**src/rtl/tpg_pkg.sv**
```systemverilog
package tpg_pkg;
  typedef enum logic [2:0] {
    PH_IDLE, PH_PRE, PH_HDR, PH_PAY, PH_FCS, PH_GAP
  } phase_t;

  localparam logic [7:0]  PRE_BYTE = 8'h55;
  localparam logic [7:0]  SFD_BYTE = 8'hD5;
  localparam logic [31:0] CRC_POLY = 32'hEDB88320;
  localparam logic [31:0] CRC_SEED = 32'hFFFFFFFF;

  function automatic logic [31:0] crc_step(input logic [31:0] c, input logic [7:0] d);
    logic [31:0] r;
    r = c;
    for (int i = 0; i < 8; i++) begin
      if (r[0] ^ d[i]) r = (r >> 1) ^ CRC_POLY;
      else             r = r >> 1;
    end
    return r;
  endfunction
endpackage

```
**src/rtl/tpg_crc.sv**
```systemverilog
module tpg_crc
  import tpg_pkg::*;
(
  input  logic        clk,
  input  logic        rst,
  input  logic        init,
  input  logic        en,
  input  logic [7:0]  d,
  output logic [31:0] crc_q
);
  always_ff @(posedge clk) begin
    if (rst || init) crc_q <= CRC_SEED;
    else if (en)     crc_q <= crc_step(crc_q, d);
  end

  AST_CRC_SEEDED: assert property (@(posedge clk) disable iff (rst)
    init |=> (crc_q == CRC_SEED));
endmodule

```
**src/rtl/tpg_seq.sv**
```systemverilog
module tpg_seq
  import tpg_pkg::*;
#(
  parameter int BURST_PKTS  = 30_000_000,
  parameter int SMALL_FRAME = 64,
  parameter int BIG_FRAME   = 1518,
  parameter int SHORT_GAP   = 12,
  parameter int LONG_GAP    = 1024,
  parameter int ADDR_W      = 48,
  parameter int PAT_W       = 16
) (
  input  logic              clk,
  input  logic              rst,
  input  logic              gen_en,
  input  logic              run_set,
  input  logic              run_clr,
  input  logic              continuous,
  input  logic [ADDR_W-1:0] dst_addr,
  input  logic [ADDR_W-1:0] src_addr,
  input  logic              big_frame,
  input  logic              long_gap,
  input  logic              bad_fcs,
  input  logic [PAT_W-1:0]  pattern,
  input  logic [31:0]       crc_q,
  output logic              running,
  output logic [7:0]        byte_d,
  output logic              byte_v,
  output logic              crc_init,
  output logic              crc_en
);
  localparam int HDR_BYTES = 2 * (ADDR_W / 8) + 2;
  localparam int OVERHEAD  = HDR_BYTES + 4;
  localparam int MAX_CNT   = (BIG_FRAME > LONG_GAP) ? BIG_FRAME : LONG_GAP;
  localparam int CNT_W     = $clog2(MAX_CNT + 1);
  localparam int PKT_W     = $clog2(BURST_PKTS + 1);
  localparam int HDR_W     = 8 * HDR_BYTES;

  phase_t            phase;
  logic [CNT_W-1:0]  cnt;
  logic [PKT_W-1:0]  pkt_cnt;
  logic [ADDR_W-1:0] da_q, sa_q;
  logic [PAT_W-1:0]  pat_q;
  logic              bad_q;
  logic [CNT_W-1:0]  plen_q, gap_q;
  logic              start_frame;
  logic [HDR_W-1:0]  hdr_vec, hdr_sh;
  logic [31:0]       fcs_sh;

  always_comb begin
    start_frame = running && gen_en &&
                  ((phase == PH_IDLE) || (phase == PH_GAP && cnt == gap_q - 1'b1));
  end

  always_ff @(posedge clk) begin
    if (rst) begin
      phase   <= PH_IDLE;
      cnt     <= '0;
      running <= 1'b0;
      pkt_cnt <= '0;
      da_q    <= '0;
      sa_q    <= '0;
      pat_q   <= '0;
      bad_q   <= 1'b0;
      plen_q  <= CNT_W'(SMALL_FRAME - OVERHEAD);
      gap_q   <= CNT_W'(SHORT_GAP);
    end else begin
      if (run_clr) running <= 1'b0;
      else if (run_set) begin
        running <= 1'b1;
        pkt_cnt <= '0;
      end
      if (start_frame) begin
        da_q   <= dst_addr;
        sa_q   <= src_addr;
        pat_q  <= pattern;
        bad_q  <= bad_fcs;
        plen_q <= big_frame ? CNT_W'(BIG_FRAME - OVERHEAD) : CNT_W'(SMALL_FRAME - OVERHEAD);
        gap_q  <= long_gap ? CNT_W'(LONG_GAP) : CNT_W'(SHORT_GAP);
      end
      cnt <= cnt + 1'b1;
      case (phase)
        PH_IDLE: begin
          cnt <= '0;
          if (start_frame) phase <= PH_PRE;
        end
        PH_PRE: if (cnt == CNT_W'(7)) begin
          phase <= PH_HDR;
          cnt   <= '0;
        end
        PH_HDR: if (cnt == CNT_W'(HDR_BYTES - 1)) begin
          phase <= PH_PAY;
          cnt   <= '0;
        end
        PH_PAY: if (cnt == plen_q - 1'b1) begin
          phase <= PH_FCS;
          cnt   <= '0;
        end
        PH_FCS: if (cnt == CNT_W'(3)) begin
          phase <= PH_GAP;
          cnt   <= '0;
          if (!continuous) begin
            if (pkt_cnt == PKT_W'(BURST_PKTS - 1)) begin
              running <= 1'b0;
              pkt_cnt <= '0;
            end else begin
              pkt_cnt <= pkt_cnt + 1'b1;
            end
          end
        end
        PH_GAP: if (cnt == gap_q - 1'b1) begin
          cnt   <= '0;
          phase <= start_frame ? PH_PRE : PH_IDLE;
        end
        default: phase <= PH_IDLE;
      endcase
    end
  end

  always_comb begin
    hdr_vec  = {da_q, sa_q, 16'(plen_q)};
    hdr_sh   = hdr_vec << (8 * cnt);
    fcs_sh   = crc_q >> (8 * cnt[1:0]);
    byte_d   = 8'h00;
    byte_v   = 1'b1;
    case (phase)
      PH_PRE:  byte_d = (cnt == CNT_W'(7)) ? SFD_BYTE : PRE_BYTE;
      PH_HDR:  byte_d = hdr_sh[HDR_W-1 -: 8];
      PH_PAY:  byte_d = cnt[0] ? pat_q[7:0] : pat_q[15:8];
      PH_FCS:  byte_d = bad_q ? fcs_sh[7:0] : ~fcs_sh[7:0];
      default: byte_v = 1'b0;
    endcase
    crc_init = (phase == PH_PRE);
    crc_en   = (phase == PH_HDR) || (phase == PH_PAY);
  end

  AST_SFD_THEN_HDR: assert property (@(posedge clk) disable iff (rst)
    (phase == PH_PRE && cnt == CNT_W'(7)) |=> (phase == PH_HDR));
  AST_FRAME_NOT_CUT: assert property (@(posedge clk) disable iff (rst)
    (phase == PH_PAY) |=> (phase == PH_PAY || phase == PH_FCS));
  AST_RUN_SETS: assert property (@(posedge clk) disable iff (rst)
    (run_set && !run_clr && phase != PH_FCS) |=> running);
  AST_RUN_CLEARS: assert property (@(posedge clk) disable iff (rst)
    run_clr |=> !running);
  AST_BURST_BOUND: assert property (@(posedge clk) disable iff (rst)
    pkt_cnt < PKT_W'(BURST_PKTS));
endmodule

```
**src/rtl/tpg_txmux.sv**
```systemverilog
module tpg_txmux (
  input  logic       clk,
  input  logic       rst,
  input  logic       gen_en,
  input  logic       rx_isolate,
  input  logic [7:0] gen_d,
  input  logic       gen_v,
  input  logic [7:0] mac_txd,
  input  logic       mac_tx_en,
  input  logic       mac_tx_er,
  input  logic [7:0] phy_rxd,
  input  logic       phy_rx_dv,
  output logic [7:0] txd,
  output logic       tx_en,
  output logic       tx_er,
  output logic [7:0] mac_rxd,
  output logic       mac_rx_dv
);
  always_ff @(posedge clk) begin
    if (rst) begin
      txd       <= '0;
      tx_en     <= 1'b0;
      tx_er     <= 1'b0;
      mac_rxd   <= '0;
      mac_rx_dv <= 1'b0;
    end else begin
      txd       <= gen_en ? gen_d : mac_txd;
      tx_en     <= gen_en ? gen_v : mac_tx_en;
      tx_er     <= gen_en ? 1'b0  : mac_tx_er;
      mac_rxd   <= rx_isolate ? 8'h00 : phy_rxd;
      mac_rx_dv <= rx_isolate ? 1'b0  : phy_rx_dv;
    end
  end

  AST_MAC_IGNORED: assert property (@(posedge clk) disable iff (rst)
    (gen_en && !gen_v) |=> (!tx_en && !tx_er));
  AST_RX_ISOLATED: assert property (@(posedge clk) disable iff (rst)
    rx_isolate |=> (!mac_rx_dv && mac_rxd == 8'h00));
endmodule

```
**src/rtl/testframe_gen.sv**
```systemverilog
module testframe_gen #(
  parameter int BURST_PKTS = 30_000_000
) (
  input  logic        clk,
  input  logic        rst,
  input  logic        gen_en,
  input  logic        rx_isolate,
  input  logic        run_set,
  input  logic        run_clr,
  input  logic        continuous,
  input  logic [47:0] dst_addr,
  input  logic [47:0] src_addr,
  input  logic        big_frame,
  input  logic        long_gap,
  input  logic        bad_fcs,
  input  logic [15:0] pattern,
  input  logic [7:0]  mac_txd,
  input  logic        mac_tx_en,
  input  logic        mac_tx_er,
  input  logic [7:0]  phy_rxd,
  input  logic        phy_rx_dv,
  output logic [7:0]  txd,
  output logic        tx_en,
  output logic        tx_er,
  output logic [7:0]  mac_rxd,
  output logic        mac_rx_dv,
  output logic        running
);
  logic [7:0]  gen_d;
  logic        gen_v, crc_init, crc_en;
  logic [31:0] crc_q;

  tpg_seq #(.BURST_PKTS(BURST_PKTS)) u_seq (
    .clk(clk), .rst(rst), .gen_en(gen_en), .run_set(run_set), .run_clr(run_clr),
    .continuous(continuous), .dst_addr(dst_addr), .src_addr(src_addr),
    .big_frame(big_frame), .long_gap(long_gap), .bad_fcs(bad_fcs),
    .pattern(pattern), .crc_q(crc_q), .running(running), .byte_d(gen_d),
    .byte_v(gen_v), .crc_init(crc_init), .crc_en(crc_en)
  );

  tpg_crc u_crc (
    .clk(clk), .rst(rst), .init(crc_init), .en(crc_en), .d(gen_d), .crc_q(crc_q)
  );

  tpg_txmux u_mux (
    .clk(clk), .rst(rst), .gen_en(gen_en), .rx_isolate(rx_isolate),
    .gen_d(gen_d), .gen_v(gen_v), .mac_txd(mac_txd), .mac_tx_en(mac_tx_en),
    .mac_tx_er(mac_tx_er), .phy_rxd(phy_rxd), .phy_rx_dv(phy_rx_dv),
    .txd(txd), .tx_en(tx_en), .tx_er(tx_er), .mac_rxd(mac_rxd), .mac_rx_dv(mac_rx_dv)
  );
endmodule

```
**config.mk**
```make
export PLATFORM = sky130hd
export DESIGN_NAME = testframe_gen
export DESIGN_NICKNAME = d
export VERILOG_FILES = /design/src/rtl/tpg_pkg.sv /design/src/rtl/tpg_crc.sv /design/src/rtl/tpg_seq.sv /design/src/rtl/tpg_txmux.sv /design/src/rtl/testframe_gen.sv
export SDC_FILE = /design/constraint.sdc
export NUM_CORES = 1
export LEC_CHECK = 0
export BUFFER_PORTS_ARGS = -buffer_cell sky130_fd_sc_hd__buf_2
export CORE_MARGIN = 5
export CORE_UTILIZATION = 45
export DETAILED_ROUTE_END_ITERATION = 8
export PLACE_DENSITY = 0.77
export SETUP_SLACK_MARGIN = 0.2
export SKIP_LAST_GASP = 1
export SLEW_MARGIN = 20
export SYNTH_ARGS = -nofsm -noshare
export SYNTH_HDL_FRONTEND = slang
export SYNTH_SLANG_ARGS = --single-unit
```
**constraint.sdc**
```tcl
create_clock -name clk -period 7.05 [get_ports clk]
set_clock_uncertainty 0.05 [all_clocks]
set_input_delay 1.41 -clock clk [delete_from_list [all_inputs] [get_ports clk]]
set_output_delay 1.41 -clock clk [all_outputs]
set_load 0.005 [all_outputs]
```
==> impl_metrics.env <==
export IMPL_arrival_ps=4840
export IMPL_final_area_sq_um=11800
export IMPL_register_area_sq_um=4170
export IMPL_cts_root_buf="clkbuf_16"
export IMPL_synth_top_family_by_area="simple AND/OR/NAND/NOR gates"
export IMPL_synth_seq_cells=208
export IMPL_rr_worst_depth=9
export IMPL_synth_cell_types=66
export IMPL_power_switching_mw=0.773
export IMPL_fmax_mhz=221
export IMPL_antenna_found_initial=0
export IMPL_grt_pass1_wl_mm=43.7
export IMPL_drt_wl_total_mm=27.5
export IMPL_cts_tree="built"
export IMPL_multi_input_area_sq_um=5560
export IMPL_start_util_pct=45.9
export IMPL_place_area_sq_um=11000
export IMPL_wl_per_cell_um=17.2
export IMPL_syn_area_per_cell_sq_um=8.40
export IMPL_min_to="u_seq.sa_q[47]$_SDFFE_PP0P_"
export IMPL_port_buffers=160
export IMPL_core_region_area_sq_um=22000
export IMPL_synth_area_leaders="dfxtp_1 41%, nand2_1 11%, a21oi_1 7.3%"
export IMPL_ys_flop_type="dfxtp_1"
export IMPL_clock_path_buffers=3
export IMPL_yosysMostFrequentCell="nand2_1"
export IMPL_netlist_area_sq_um=10100
export IMPL_drv_cap=0
export IMPL_clock_sinks=208
export IMPL_setup_tns_ps=0
export IMPL_final_hold_violation_count=0
export IMPL_num_antenna_cells=0
export IMPL_dieArea_sq_um=25500
export IMPL_worst_skew_pair_late_latency_ps=530
export IMPL_io_pins=161
export IMPL_synth_edff_count=0
export IMPL_cts_buffers=23
export IMPL_gp_congestion=0.938
export IMPL_cts_hold_buffers=0
export IMPL_crit_path_start_kind="flip-flop"
export IMPL_num_rows=54
export IMPL_layout_drive_gt1_share_pct=18.8
export IMPL_rsz0062_at_grt="false"
export IMPL_syn_inst=1199
export IMPL_ys_async_sr_fraction_pct=0
export IMPL_h_tree_depth=1
export IMPL_die_x_um=160
export IMPL_fillCellCount=2009
export IMPL_rr_startpoint="u_seq.cnt[2]$_SDFF_PP0_"
export IMPL_hp_class="reg -> reg"
export IMPL_yosys_area_share_xor_xnor_pct=8.85
export IMPL_synth_common_cells="287 x nand2_1, 208 x dfxtp_1, 147 x a21oi_1"
export IMPL_min_path_cells=2
export IMPL_detailed_place_hpwl_mm=19.1
export IMPL_crit_fanout=28
export IMPL_clk_pin_slew_ps=60
export IMPL_setup_viol=0
export IMPL_min_from="u_seq.sa_q[47]$_SDFFE_PP0P_"
export IMPL_cellPowerDensity_nw_per_um2=253
export IMPL_required_ps=7370
export IMPL_tightest_slew_ps=1090
export IMPL_crit_path_cell_trace="clkinv_1 -> mux2i_1 -> o211ai_1 -> a221oi_1 -> xnor2_1 -> xnor2_2 -> xor2_1 -> xor2_1 -> o211ai_1"
export IMPL_p_seq_share_pct=42.0
export IMPL_path_buf_inv=1
export IMPL_gr_usage_all_layers_pct=20.6
export IMPL_cts_resized=0
export IMPL_synth_top_cell_by_area="dfxtp_1"
export IMPL_critical_path_class="reg -> reg"
export IMPL_path_delay_family="XOR/XNOR gates"
export IMPL_post_cts_setup_buffers=0
export IMPL_p_clk_share_pct=42.8
export IMPL_cp_slowest_cell="dfxtp_1"
export IMPL_yosys_warnings=0
export IMPL_grt_ovfl_total=0
export IMPL_outcome="finished clean"
export IMPL_rrSetupSlack_ps=2530
export IMPL_grt_max_degree=110
export IMPL_synth_seq_area_share_pct=41.4
export IMPL_vias=8892
export IMPL_synth_mux_area_share_pct=7.85
export IMPL_synth_simple_area_share_pct=21.9
export IMPL_timing_final_crit_share_pct=64.1
export IMPL_end_kind="flip-flop"
export IMPL_maxSlewHeadroom_pct=27.1
export IMPL_combPwrFrac_pct=15.1
export IMPL_drc_errors=0
export IMPL_synth_compound_gate_area_share_pct=15.9
export IMPL_min_period_ps=4520
export IMPL_max_stage_delay_ps=980
export IMPL_switching_share_pct=25.9
export IMPL_initialDrtViolationCount=704
export IMPL_slew_viol_final=0
export IMPL_final_core_util_pct=53.7
export IMPL_ant_nets=0
export IMPL_intPower_mw=2.21
export IMPL_drt_vias_per_instance=5.55
export IMPL_grt_pass1_vias=8367
export IMPL_p_leak_nw=4.37
export IMPL_area_delta_synth_final_pct=17.2
export IMPL_nNetsFinal=1450
export IMPL_synth_top_area_share_pct=41.4
export IMPL_die_y_um=160
export IMPL_dr_pass1_iters=5
export IMPL_ir_drop_v=0.000169
export IMPL_r2r_end="u_crc.crc_q[22]$_SDFFE_PP1P_"
export IMPL_synth_adder_area_share_pct=0.373
export IMPL_synth_nets=1343
## power by group through the flow
stage / combinational (mW) / clock (mW) / sequential [mW]
after floorplan: 0.341 / 0 / 1.26
after global placement: 0.431 / 0 / 1.29
after detailed placement: 0.432 / 0 / 1.29
after CTS: 0.435 / 1.30 / 1.27
after global routing: 0.491 / 1.35 / 1.26
final: 0.452 / 1.28 / 1.26
## cells by family (layout without fill, tap and decap cells)
logic type,after synthesis,after routing
XOR/XNOR,88,88
AND/OR/NAND/NOR,489,489
buffers and inverters,92,215
flip-flops,208,208
multiplexers,56,56
adder cells (fa/ha/maj),3,3
AO/OA/AOI/OAI,263,263
## layer usage
layer | GRT usage (%) | routed length, um | up-vias
li1 | - | - | 4368
met2 | 31.8 | 12300 | 376
met3 | 4.97 | 2410 | 57
met1 | 28.8 | 12100 | 4091
met5 | 0 | 0 | -
met4 | 5.92 | 756 | 0
## final cells by class
cell class / count / area share [%]
multi-input combinational: 899 / 47.1
sequential: 208 / 35.3
timing repair buffer: 168 / 7.49
clock buffer: 32 / 5.50
tap: 280 / 2.97
clock inverter: 9 / 1.40
inverter: 6 / 0.191
## through the flow
step | setup slack [ps] | hold WS (ps) | total power, mW | cells
2_1_floorplan | 3660 | 382 | 1.60 | 1199
3_3_place_gp | 2490 | 388 | 1.72 | 1560
3_5_place_dp | 2510 | 395 | 1.72 | 1560
4_1_cts | 2480 | 403 | 3.00 | 1601
5_1_grt | 2310 | 419 | 3.10 | 1602
6_report | 2530 | 402 | 2.99 | 1602
## worst register-to-register path, cell delays in order, from the launching register on
cell and delay [ps]:
dfxtp_1 980, clkinv_1 610, mux2i_1 340, o211ai_1 130
a221oi_1 690, xnor2_1 480, xnor2_2 530, xor2_1 290
xor2_1 180, o211ai_1 90
## cell usage in the layout, fill, tap and decap left out, types with 5 or more instances in the layout
cell	count
xor2_1	31
buf_4	8
mux2i_1	34
nor3_1	10
clkbuf_16	23
nor3b_1	6
o21ai_0	18
nor4_1	6
mux4_2	18
a311oi_1	8
nor2_1	58
buf_2	159
or2_2	5
dfxtp_1	207
clkbuf_1	5
xnor2_1	46
or3_1	6
nand3b_1	11
inv_1	5
nand3_1	32
nand4_1	8
a21oi_1	147
o31ai_1	5
and3_1	13
nand2b_1	9
nand2_1	287
nor2b_1	11
a31oi_1	9
and2_1	14
a22oi_1	10
o211ai_1	31
## worst max path at each step
stage | startpoint | end | slack [ps] | depth (start not counted)
finish | u_seq.cnt[2]$_SDFF_PP0_ | u_crc.crc_q[22]$_SDFFE_PP1P_ | 2530 | 9
global route | u_seq.cnt[2]$_SDFF_PP0_ | u_crc.crc_q[25]$_SDFFE_PP1P_ | 2310 | 9
CTS | u_seq.cnt[0]$_SDFF_PP0_ | u_crc.crc_q[22]$_SDFFE_PP1P_ | 2480 | 9
detailed placement | u_seq.cnt[0]$_SDFF_PP0_ | u_crc.crc_q[22]$_SDFFE_PP1P_ | 2510 | 9
global placement | u_seq.cnt[0]$_SDFF_PP0_ | u_crc.crc_q[22]$_SDFFE_PP1P_ | 2490 | 9
floorplan | u_seq.cnt[0]$_SDFF_PP0_ | u_crc.crc_q[24]$_SDFFE_PP1P_ | 3660 | 11
## sequential cells by signal (all words and copies together), names as in the netlist, 2 cells and up
signal / flops
u_seq.sa_q: 48
u_seq.plen_q: 2
u_seq.pkt_cnt: 25
u_crc.crc_q: 32
u_seq.phase: 3
u_seq.pat_q: 16
u_seq.cnt: 11
u_seq.gap_q: 2
u_mux.txd: 8
u_seq.da_q: 48
u_mux.mac_rxd: 8
Note: power is estimated with default switching activity, not from simulation.
